==> src/rtl/mra_pkg.sv <==
package mra_pkg;
  typedef enum logic [1:0] {
    CLS_MEM = 2'd0,
    CLS_IO  = 2'd1,
    CLS_OPR = 2'd2
  } cls_t;

  typedef enum logic {
    ST_IDLE = 1'b0,
    ST_WAIT = 1'b1
  } st_t;
endpackage

==> src/rtl/mra_decode.sv <==
module mra_decode
  import mra_pkg::*;
#(
  parameter int W     = 12,
  parameter int OPC_W = 3,
  parameter int OFF_W = 7,
  parameter int CMD_W = 3
) (
  input  logic [W-1:0]           instr,
  input  logic [W-1:0]           pc,
  output cls_t                   cls,
  output logic                   indirect,
  output logic [W-1:0]           page_addr,
  output logic [W-OPC_W-CMD_W-1:0] dev,
  output logic [CMD_W-1:0]       cmd
);
  localparam int DEV_W   = W - OPC_W - CMD_W;
  localparam int IND_BIT = W - OPC_W - 1;
  localparam int PG_BIT  = W - OPC_W - 2;
  localparam logic [OPC_W-1:0] OPC_OPR = '1;
  localparam logic [OPC_W-1:0] OPC_IO  = OPC_OPR - 1'b1;

  logic [OPC_W-1:0] opc;

  always_comb begin
    opc = instr[W-1 -: OPC_W];
    if (opc == OPC_OPR)     cls = CLS_OPR;
    else if (opc == OPC_IO) cls = CLS_IO;
    else                    cls = CLS_MEM;
    indirect  = (cls == CLS_MEM) && instr[IND_BIT];
    page_addr = {(instr[PG_BIT] ? pc[W-1:OFF_W] : {(W-OFF_W){1'b0}}), instr[OFF_W-1:0]};
    dev       = instr[IND_BIT -: DEV_W];
    cmd       = instr[CMD_W-1:0];
  end
endmodule

==> src/rtl/mra_seq.sv <==
module mra_seq
  import mra_pkg::*;
(
  input  logic clk,
  input  logic rst,
  input  logic start,
  input  logic indirect,
  input  logic mem_valid,
  output logic launch,
  output logic fin_now,
  output logic fin_rd,
  output logic mem_req
);
  st_t state;
  logic accept;

  always_comb begin
    accept  = start && (state == ST_IDLE);
    launch  = accept && indirect;
    fin_now = accept && !indirect;
    fin_rd  = (state == ST_WAIT) && mem_valid;
  end

  always_ff @(posedge clk) begin
    if (rst) begin
      state   <= ST_IDLE;
      mem_req <= 1'b0;
    end else if (launch) begin
      state   <= ST_WAIT;
      mem_req <= 1'b1;
    end else if (fin_rd) begin
      state   <= ST_IDLE;
      mem_req <= 1'b0;
    end
  end
endmodule

==> src/rtl/mra_result.sv <==
module mra_result
  import mra_pkg::*;
#(
  parameter int W     = 12,
  parameter int DEV_W = 6,
  parameter int CMD_W = 3
) (
  input  logic             clk,
  input  logic             rst,
  input  logic             fin_now,
  input  logic             fin_rd,
  input  cls_t             cls_in,
  input  logic [W-1:0]     page_addr,
  input  logic [W-1:0]     rd_word,
  input  logic [DEV_W-1:0] dev_in,
  input  logic [CMD_W-1:0] cmd_in,
  output logic             done,
  output logic [W-1:0]     addr_out,
  output logic [1:0]       cls,
  output logic [DEV_W-1:0] dev,
  output logic [CMD_W-1:0] cmd
);
  always_ff @(posedge clk) begin
    if (rst) begin
      done     <= 1'b0;
      addr_out <= '0;
      cls      <= CLS_MEM;
      dev      <= '0;
      cmd      <= '0;
    end else begin
      done <= fin_now || fin_rd;
      if (fin_rd) begin
        addr_out <= rd_word;
        cls      <= CLS_MEM;
        dev      <= '0;
        cmd      <= '0;
      end else if (fin_now) begin
        addr_out <= (cls_in == CLS_MEM) ? page_addr : '0;
        cls      <= cls_in;
        dev      <= (cls_in == CLS_IO) ? dev_in : '0;
        cmd      <= (cls_in == CLS_IO) ? cmd_in : '0;
      end
    end
  end
endmodule

==> src/rtl/mref_addr_resolver.sv <==
module mref_addr_resolver
  import mra_pkg::*;
#(
  parameter int W     = 12,
  parameter int OPC_W = 3,
  parameter int OFF_W = 7,
  parameter int CMD_W = 3,
  localparam int DEV_W = W - OPC_W - CMD_W
) (
  input  logic             clk,
  input  logic             rst,
  input  logic             start,
  input  logic [W-1:0]     instr,
  input  logic [W-1:0]     pc,
  output logic             mem_req,
  output logic [W-1:0]     mem_addr,
  input  logic             mem_valid,
  input  logic [W-1:0]     mem_rdata,
  output logic             done,
  output logic [W-1:0]     addr_out,
  output logic [1:0]       cls,
  output logic [DEV_W-1:0] dev,
  output logic [CMD_W-1:0] cmd
);
  cls_t             d_cls;
  logic             d_ind;
  logic [W-1:0]     d_page;
  logic [DEV_W-1:0] d_dev;
  logic [CMD_W-1:0] d_cmd;
  logic             launch, fin_now, fin_rd;

  mra_decode #(.W(W), .OPC_W(OPC_W), .OFF_W(OFF_W), .CMD_W(CMD_W)) i_dec (
    .instr(instr), .pc(pc), .cls(d_cls), .indirect(d_ind),
    .page_addr(d_page), .dev(d_dev), .cmd(d_cmd)
  );

  mra_seq i_seq (
    .clk(clk), .rst(rst), .start(start), .indirect(d_ind), .mem_valid(mem_valid),
    .launch(launch), .fin_now(fin_now), .fin_rd(fin_rd), .mem_req(mem_req)
  );

  always_ff @(posedge clk) begin
    if (rst)         mem_addr <= '0;
    else if (launch) mem_addr <= d_page;
  end

  mra_result #(.W(W), .DEV_W(DEV_W), .CMD_W(CMD_W)) i_res (
    .clk(clk), .rst(rst), .fin_now(fin_now), .fin_rd(fin_rd), .cls_in(d_cls),
    .page_addr(d_page), .rd_word(mem_rdata), .dev_in(d_dev), .cmd_in(d_cmd),
    .done(done), .addr_out(addr_out), .cls(cls), .dev(dev), .cmd(cmd)
  );
endmodule

==> config.mk <==
export PLATFORM = sky130hd
export DESIGN_NAME = mref_addr_resolver
export DESIGN_NICKNAME = d
export VERILOG_FILES = /design/src/rtl/mra_pkg.sv /design/src/rtl/mra_decode.sv /design/src/rtl/mra_seq.sv /design/src/rtl/mra_result.sv /design/src/rtl/mref_addr_resolver.sv
export SDC_FILE = /design/constraint.sdc
export NUM_CORES = 1
export LEC_CHECK = 0
export BUFFER_PORTS_ARGS = -buffer_cell sky130_fd_sc_hd__buf_2
export CORE_ASPECT_RATIO = 0.75
export CORE_MARGIN = 4
export CORE_UTILIZATION = 27
export CTS_BUF_LIST = sky130_fd_sc_hd__clkbuf_16
export DETAILED_ROUTE_END_ITERATION = 8
export GPL_ROUTABILITY_DRIVEN = 0
export GPL_TIMING_DRIVEN = 0
export PLACE_DENSITY = 0.61
export SYNTH_ARGS = -nofsm -noshare
export SYNTH_HDL_FRONTEND = slang
export SYNTH_SLANG_ARGS = --single-unit
==> constraint.sdc <==
create_clock -name clk -period 1.5 [get_ports clk]
set_input_delay 0.15 -clock clk [delete_from_list [all_inputs] [get_ports clk]]
set_output_delay 0.15 -clock clk [all_outputs]
set_load 0.05 [all_outputs]
==> reports/results.tsv, run 1 <==
metric	value	unit
path_class	reg -> reg	
crit_family	compound AO/OA/AOI/OAI gates	
post-route-drc-count	0	
ys_types	27	
grt_pass1_vias	1645	
cap_violations	0	
viasPerCell	5.02	
core	5860	sq um
placed_area	2070	sq um
worstSetupStartpoint	i_seq.mem_req	
hold_path_class	in -> reg	
yosys_warnings	0	
max_stage_delay	0.35	ns
drtAntennaViolNets	0	
cts-root-buf	clkbuf_16	
finalCriticalPeriod	1.41	ns
drive_gt1_share	41.3	%
setup_tns	0	ns
final.setup_skew	0.00442	ns
holdWs	0.155	ns
cts_buffers	5	
setup_violations	0	
hold_violations	0	
die_h	75.4	microns
p_per_area	1240	nW/um^2
post-cts-setup-buffers	0	
grt_overflow	0	
dp_hpwl	4.16	mm
critPathSlowestCell	dfxtp_2	
cellLeakagePower	0.940	nW
clock-sinks	37	
clkLatencyLatePin	0.28	ns
rsz0062_at_grt	false	
hp-start	instr[4]	
avgSynthCellArea	9.29	sq um
cts_resized	0	
synth-seq-area-share	45.3	%
grt_max_degree	13	
fmax	711	MHz
vdd_ir_drop_max	0.447	mV
r2r-start	i_seq.mem_req	
path_max_fanout	10	
routedWlPerCell	15.9	microns
fill_cells	628	
fin_ws	0.0935	ns
die_area	7380	sq um
port_buffers	68	
final_cell_mix	buf_2, dfxtp_1, a21oi_1	
synth_nets	216	
hold_buffers	0	
drtIter0Drc	121	
io-pin-count	77	
pre_cts_slack	0.100	ns
slew_headroom	59.4	%
fin_crit_sh	93.8	%
grt.total_usage	14.8	%
postLayoutCellArea	2240	sq um
mostFrequentLayoutCell	buf_2	
cts_max_level	2	
slew_viol_final	0	
status	completed	
tightestPinTransition	0.609	ns
std_cell_rows	24	
antenna_cells	0	
start_kind	flip-flop	
routed_wl	5.25	mm
critPathBufInv	1	
ys_ff_latch	37	
syn_area	1640	sq um
cts_tree	yes	
start_util	27.9	%
die_w	97.9	microns
crit_chain	nand2b_2 -> o21ai_1 -> buf_4 -> a221oi_1	
cts.reportedPaths.clkPinSlew	0.06	ns
cts_buffer_depth	2	
firstDrtPassIters	4	
syn_to_final_growth	37.0	%
crit_required	1.65	ns
synthCells	176	
num_vias	1657	
crit_path_end_kind	flip-flop	
grt_first_pass_wirelength	8.54	mm
antenna_found_initial	0	
worstPathArrival	1.56	ns
fin_nets	291	
## cell usage after synthesis
master	n	area (sq um)
and2b_1	1	7.51
a22oi_2	1	12.5
clkbuf_1	5	18.8
a21oi_1	25	125
nor2_1	13	48.8
buf_6	1	11.3
and2_1	1	6.26
nand2_1	2	7.51
nand4_1	5	31.3
a221oi_1	3	26.3
a32oi_1	5	43.8
nand3_1	7	35.0
buf_2	10	50.1
a221oi_2	9	135
nor2b_1	1	6.26
nand2b_1	2	12.5
buf_4	3	22.5
o21ai_1	7	35.0
and4b_1	1	10.0
a21boi_4	1	18.8
o21ai_0	17	85.1
a22oi_1	7	52.6
nand2b_2	1	8.76
dfxtp_1	37	741
nand2_2	1	6.26
nand3b_1	9	67.6
a21bo_2	1	10.0
## kinds of logic after synthesis
logic type / share of synthesized area [%]
buf+inv: 6.27
simple gates: 15.1
compound gates: 33.3
flops: 45.3
## path summary, 6_finish.rpt
| path | slack, ns | cells past startpoint | to |
|---|---|---|---|
| hold / removal | 0.15 | 3 | mem_addr[4] |
| setup reg to reg | 0.09 | 4 | i_res.addr_out[11] |
| hold reg to reg | 0.48 | 2 | i_res.cls[0] |
| setup / recovery | 0.09 | 4 | i_res.addr_out[11] |
## registers in the layout (all words and copies together), names as in the netlist
name	count
i_res.cmd	3
mem_addr	12
i_seq.mem_req	1
i_res.done	1
i_res.dev	6
i_res.addr_out	12
i_res.cls	2
## per-stage QoR
stage	cells	power, mW	utilization, %
final	330	2.77	38.3
after global placement	322	1.62	35.4
after detailed placement	322	1.62	35.4
after CTS	330	2.80	38.3
after global routing	330	2.89	38.3
after floorplan	176	1.45	-
## layer usage
metal / up-vias / part of all wire [%] / global-route usage [%] / wire (microns)
li1: 811 / - / - / -
met1: 775 / 49 / 21.2 / 2560
met2: 66 / 43 / 22.2 / 2260
met3: 5 / 7.5 / 4.39 / 392
met4: 0 / 0.59 / 3.07 / 31
met5: - / 0 / 0 / 0
## worst register-to-register path: stages, from the launching register on
cell and delay, ns:
dfxtp_2 0.35, nand2b_2 0.23, o21ai_1 0.32, buf_4 0.28, a221oi_1 0.11
## where the power goes
part / leakage (nW) / switching [mW] / internal (mW)
logic: 0.560 / 0.381 / 0.158
registers: 0.302 / 0.0246 / 1.03
clock network: 0.0775 / 0.396 / 0.777
## final cells by class
class                      count  area, sq um  share of cell area, %
buffer                        19          103                   4.58
clock inverter                 3         41.3                   1.84
sequential                    37          742                   33.1
multi-input combinational    120          792                   35.3
timing repair buffer          68          340                   15.2
tap                           78         97.6                   4.36
clock buffer                   5          125                   5.58
Power figures use the tool's default switching activity.
==> inputs of run 2 (changes only) <==
--- a/config.mk
+++ b/config.mk
@@ -12,7 +12,7 @@
 export CTS_BUF_LIST = sky130_fd_sc_hd__clkbuf_16
 export DETAILED_ROUTE_END_ITERATION = 8
 export GPL_ROUTABILITY_DRIVEN = 0
-export GPL_TIMING_DRIVEN = 0
+export MAX_ROUTING_LAYER = met4
 export PLACE_DENSITY = 0.61
 export SYNTH_ARGS = -nofsm -noshare
 export SYNTH_HDL_FRONTEND = slang
==> run 2 against run 1 <==
Non-clock buffer count down 8. Sequential cell count is the same. Highest routed layer unchanged. Cell count is 2.4% lower.
==> reports/results.tsv, run 2 (synthesized netlist as in run 1, its figures left out) <==
metric	value	unit	change
status	completed		
pwr-share-seq	41.1	%	+2.9 points
crit_required	1.68	ns	+0.03 ns
fin_ws	0.266	ns	+0.173 ns
slew_headroom	69.3	%	+9.9 points
vdd_ir_drop_max	0.579	mV	+30%
grt_max_degree	25		+12
setup_violations	0		unchanged
critPathSlowestCell	dfxtp_2		
min_path_cells	3		unchanged
cts-root-buf	clkbuf_16		
fin_nets	283		-2.7%
post-cts-setup-buffers	0		unchanged
finalCriticalPeriod	1.23	ns	-0.173 ns
max_stage_delay	0.35	ns	about the same
viasPerCell	5.05		+0.57%
cts_resized	0		unchanged
num_vias	1626		-1.9%
placed_area	2060	sq um	-0.48%
top_regs	i_res.addr_out (12), mem_addr (12), i_res.dev (6)		
clkLatencyLatePin	0.27	ns	about the same
p_per_area	1170	nW/um^2	-5.5%
grt_pass1_vias	1598		-2.9%
fin_cells	322		-2.4%
path_class	reg -> reg		
die_h	75.4	microns	unchanged
clkPwrFrac	38.1	%	-4.3 points
drive_gt1_share	41.4	%	+0.12 points
path_max_fanout	13		+3
cellLeakagePower	0.925	nW	-1.7%
fin_crit_sh	82.2	%	-12 points
setup_tns	0	ns	unchanged
hold_path_class	in -> reg		
grt_overflow	0		unchanged
cap_violations	0		unchanged
antenna_found_initial	0		unchanged
routedWlPerCell	15.6	microns	-1.9%
syn_to_final_growth	34.7	%	
mostFrequentLayoutCell	buf_2		
slew_viol_final	0		unchanged
grt.total_usage	14.6	%	-0.20 points
drtAntennaViolNets	0		unchanged
hold_violations	0		unchanged
antenna_cells	0		unchanged
io-pin-count	77		unchanged
swShare	30.2	%	+1.3 points
clock-sinks	37		unchanged
port_buffers	69		+1.5%
crit_path_end_kind	flip-flop		
hold_buffers	0		unchanged
routed_wl	5.02	mm	-4.3%
p_comb_share	20.8	%	+1.4 points
worstPathArrival	1.41	ns	-0.15 ns
cts_buffers	5		unchanged
start_kind	flip-flop		
postLayoutCellArea	2200	sq um	-1.7%
pre_cts_slack	0.264	ns	+0.163 ns
dp.cells	314		-2.5%
tightestPinTransition	0.460	ns	-0.149 ns
p_switching	0.777	mW	-3.0%
cts_max_level	2		unchanged
worst-r2r-cell-count	3		-1
core	5860	sq um	unchanged
drtIter0Drc	63		-48%
rsz0062_at_grt	false		
intPower	1.80	mW	-8.8%
firstDrtPassIters	4		unchanged
crit_chain	and2b_1 -> nand2_2 -> a221oi_1		
die_w	97.9	microns	unchanged
post-route-drc-count	0		unchanged
die_area	7380	sq um	unchanged
start_util	27.9	%	unchanged
cts_tree	yes		
final_cell_mix	buf_2, dfxtp_1, a21oi_1		
cts.reportedPaths.clkPinSlew	0.05	ns	about the same
dp_hpwl	3.73	mm	-10%
final.setup_skew	0.00225	ns	-0.00217 ns
fmax	811	MHz	+14%
std_cell_rows	24		unchanged
cts_buffer_depth	2		unchanged
grt_first_pass_wirelength	8.33	mm	-2.5%
## run 2: changes by cell type in the layout (fill, tap and decap cells not counted), sizes merged
cell      change
buf           -3
bufinv        -1
clkbuf        -5
clkinv        +1
clkinvlp      -1
inv           +1
## run 2: layout make-up
cell class,instances,area [sq um]
Timing Repair Buffer,79,433
Multi-Input combinational cell,120,792
Fill cell,631,3650
Clock buffer,5,125
Tap cell,78,97.6
Clock inverter,3,13.8
Sequential cell,37,742
## run 2: layer usage
layer  global-route usage (%)  vias up  wire [microns]
li1                         -      794               -
met1                     19.9      760            2360
met2                     21.6       68            2240
met3                     4.12        4             396
met4                     3.53        0              26
met5                        -        -               0
## run 2: power by group through the flow
stage                     clock (mW)  sequential (mW)  combinational (mW)
final                          0.980             1.06               0.536
after global routing            1.05             1.06               0.582
after CTS                       1.01             1.06               0.541
after detailed placement           0             1.08               0.540
after global placement             0             1.08               0.536
after floorplan                    0             1.25               0.202
## run 2: worst max-delay path, delay by kind of cell, from the launching register on
family	cells	cell delay (ns)
AND/OR/NAND/NOR	2	0.45
AO/OA/AOI/OAI	1	0.33
flip-flops	1	0.35
## run 2: stage by stage
step	hold slack (ns)	util (%)	total power, mW
2_1_floorplan	0.298	-	1.45
3_3_place_gp	0.430	35.3	1.61
3_5_place_dp	0.431	35.3	1.62
4_1_cts	0.142	37.6	2.61
5_1_grt	0.159	37.6	2.70
6_report	0.150	37.6	2.57
## run 2: worst paths after layout
kind | start | endpoint | slack [ns]
min reg2reg | i_res.cls[0] | i_res.cls[0] | 0.47
max | i_seq.mem_req | i_res.addr_out[10] | 0.27
max reg2reg | i_seq.mem_req | i_res.addr_out[10] | 0.27
min | pc[10] | mem_addr[10] | 0.15
==> inputs of run 3 (changes only) <==
--- a/config.mk
+++ b/config.mk
@@ -13,7 +13,7 @@
 export DETAILED_ROUTE_END_ITERATION = 8
 export GPL_ROUTABILITY_DRIVEN = 0
 export MAX_ROUTING_LAYER = met4
-export PLACE_DENSITY = 0.61
+export PLACE_DENSITY = 0.63
 export SYNTH_ARGS = -nofsm -noshare
 export SYNTH_HDL_FRONTEND = slang
 export SYNTH_SLANG_ARGS = --single-unit
==> constraint.sdc (replaced) <==
create_clock -name clk -period 1 [get_ports clk]
set_input_delay 0.1 -clock clk [delete_from_list [all_inputs] [get_ports clk]]
set_output_delay 0.1 -clock clk [all_outputs]
set_load 0.05 [all_outputs]
==> run 3 against run 2 <==
The run now ends with setup timing left. Setup slack lost 0.59 ns. Critical path depth rose by 2. Via count up 4.1%. Die area unchanged. Power is 60% higher. Clock power is 53% higher. Design area rose by 20%. Largest cell class unchanged.
==> reports/results.tsv, run 3 (synthesized netlist as in run 1, its figures left out) <==
metric	value	unit	change
status	finished with violations		
violations	setup timing		
std_cell_rows	24		unchanged
cts_tree	yes		
dp.cells	321		+2.2%
drive_gt1_share	58.8	%	+17 points
fin_nets	296		+4.6%
grt_overflow	0		unchanged
path_class	reg -> reg		
die_h	75.4	microns	unchanged
vdd_ir_drop_max	0.585	mV	+1.1%
io-pin-count	77		unchanged
cts-root-buf	clkbuf_16		
setup_violations	38		+38
cts_buffers	5		unchanged
grt_pass1_vias	1611		+0.81%
pwr-share-seq	38.5	%	-2.6 points
p_switching	1.30	mW	+67%
finalCriticalPeriod	1.32	ns	+0.0862 ns
cap_violations	0		unchanged
pre_cts_slack	-0.465	ns	-0.728 ns
hold_path_class	in -> reg		
fin_cells	335		+4.0%
worstPathArrival	1.54	ns	+0.13 ns
hold_violations	0		unchanged
cts.reportedPaths.clkPinSlew	0.06	ns	about the same
rsz0062_at_grt	true		
route.met2.wl	2.39	mm	+6.6%
die_w	97.9	microns	unchanged
final_cell_mix	buf_2, dfxtp_1, a21oi_2		
hold_buffers	0		unchanged
multiInputGateArea	1030	sq um	+30%
total_power	4.12	mW	+60%
dr_wl_met3	392	microns	-1.0%
grt.total_usage	15.7	%	+1.1 points
core	5860	sq um	unchanged
tightestPinTransition	0.299	ns	-0.162 ns
routed_wl	5.63	mm	+12%
path_max_fanout	6		-7
fmax	758	MHz	-6.5%
crit_path_end_kind	flip-flop		
grt_first_pass_wirelength	8.70	mm	+4.5%
syn_to_final_growth	61.2	%	
firstDrtPassIters	4		unchanged
p_comb_share	25.1	%	+4.3 points
clkPwrFrac	36.3	%	-1.8 points
start_util	27.9	%	unchanged
top_regs	i_res.addr_out (12), mem_addr (12), i_res.dev (6)		
viasPerCell	5.05		about the same
grt_max_degree	25		unchanged
clock-sinks	37		unchanged
num_vias	1692		+4.1%
post-route-drc-count	0		unchanged
setup_tns	-7.60	ns	-7.60 ns
crit_required	1.22	ns	-0.46 ns
cts_max_level	2		unchanged
slew_viol_final	0		unchanged
die_area	7380	sq um	unchanged
antenna_found_initial	0		unchanged
top_layer_used	met4		
slew_headroom	80.1	%	+11 points
fin_ws	-0.320	ns	-0.586 ns
cellLeakagePower	1.04	nW	+13%
swShare	31.5	%	+1.3 points
seq_area	744	sq um	+0.34%
fill_cells	601		-4.8%
wl_met1	2.79	mm	+18%
intPower	2.82	mW	+57%
mostFrequentLayoutCell	buf_2		
clkLatencyLatePin	0.28	ns	about the same
p_per_area	1560	nW/um^2	+34%
drtIter0Drc	63		unchanged
final.setup_skew	0.00517	ns	+0.00292 ns
start_kind	flip-flop		
fin_crit_sh	132	%	+50 points
dp_hpwl	3.94	mm	+5.4%
port_buffers	69		unchanged
drtAntennaViolNets	0		unchanged
cts_buffer_depth	2		unchanged
routedWlPerCell	16.8	microns	+7.8%
antenna_cells	0		unchanged
-- run 3: cell count changes in the layout (fill, tap and decap cells not counted), sizes merged --
cell / previous run / this run
nand2: 3 / 4
clkbuf: 5 / 16
and2: 1 / 2
-- run 3: through the flow --
step	cell area [sq um]	hold slack, ns	util (%)
4_1_cts	2470	0.104	42.2
5_1_grt	2640	0.123	45.0
3_5_place_dp	2230	0.402	38.0
3_3_place_gp	2230	0.398	38.0
2_1_floorplan	1770	0.244	-
6_report	2640	0.114	45.0
-- run 3: layer usage --
metal | up-vias | global-route usage (%)
li1 | 826 | -
met1 | 791 | 22.0
met2 | 68 | 22.4
met3 | 7 | 3.93
met4 | 0 | 4.61
met5 | - | -
-- run 3: final cells by class --
| cell class | instances | share of cell area, % |
|---|---|---|
| Timing Repair Buffer | 90 | 23.9 |
| Sequential cell | 37 | 28.2 |
| Tap cell | 78 | 3.70 |
| Clock buffer | 5 | 4.75 |
| Clock inverter | 3 | 0.522 |
| Multi-Input combinational cell | 122 | 38.9 |
-- run 3: worst max-delay path, stage by stage (launching register included) --
cell and delay, ns:
dfxtp_4 0.36, buf_6 0.12, and2b_4 0.36, buf_6 0.16
nand4_1 0.11, a21oi_2 0.15
-- run 3: worst paths after layout --
check,from,end,slack [ns],cells after the start
worst min-delay path,pc[8],mem_addr[8],0.11,3
worst max-delay path,i_seq.mem_req,mem_addr[7],-0.32,5
worst max register to register,i_seq.mem_req,mem_addr[7],-0.32,5
worst min register to register,i_res.cls[1],i_res.cls[1],0.48,2
-- run 3: repair_timing --
action	4_1_cts	5_1_grt
cloned	2	1
buffers inserted	1	2
pin swaps	6	12
gates resized for setup	20	38
setup endpoints to repair	40	49
-- run 3: power groups by stage --
stage	combinational [mW]	sequential, mW	clock (mW)
after floorplan	0.362	1.88	0
after global placement	0.889	1.62	0
after detailed placement	0.897	1.62	0
after CTS	0.970	1.59	1.53
after global routing	1.10	1.59	1.59
final	1.03	1.59	1.50
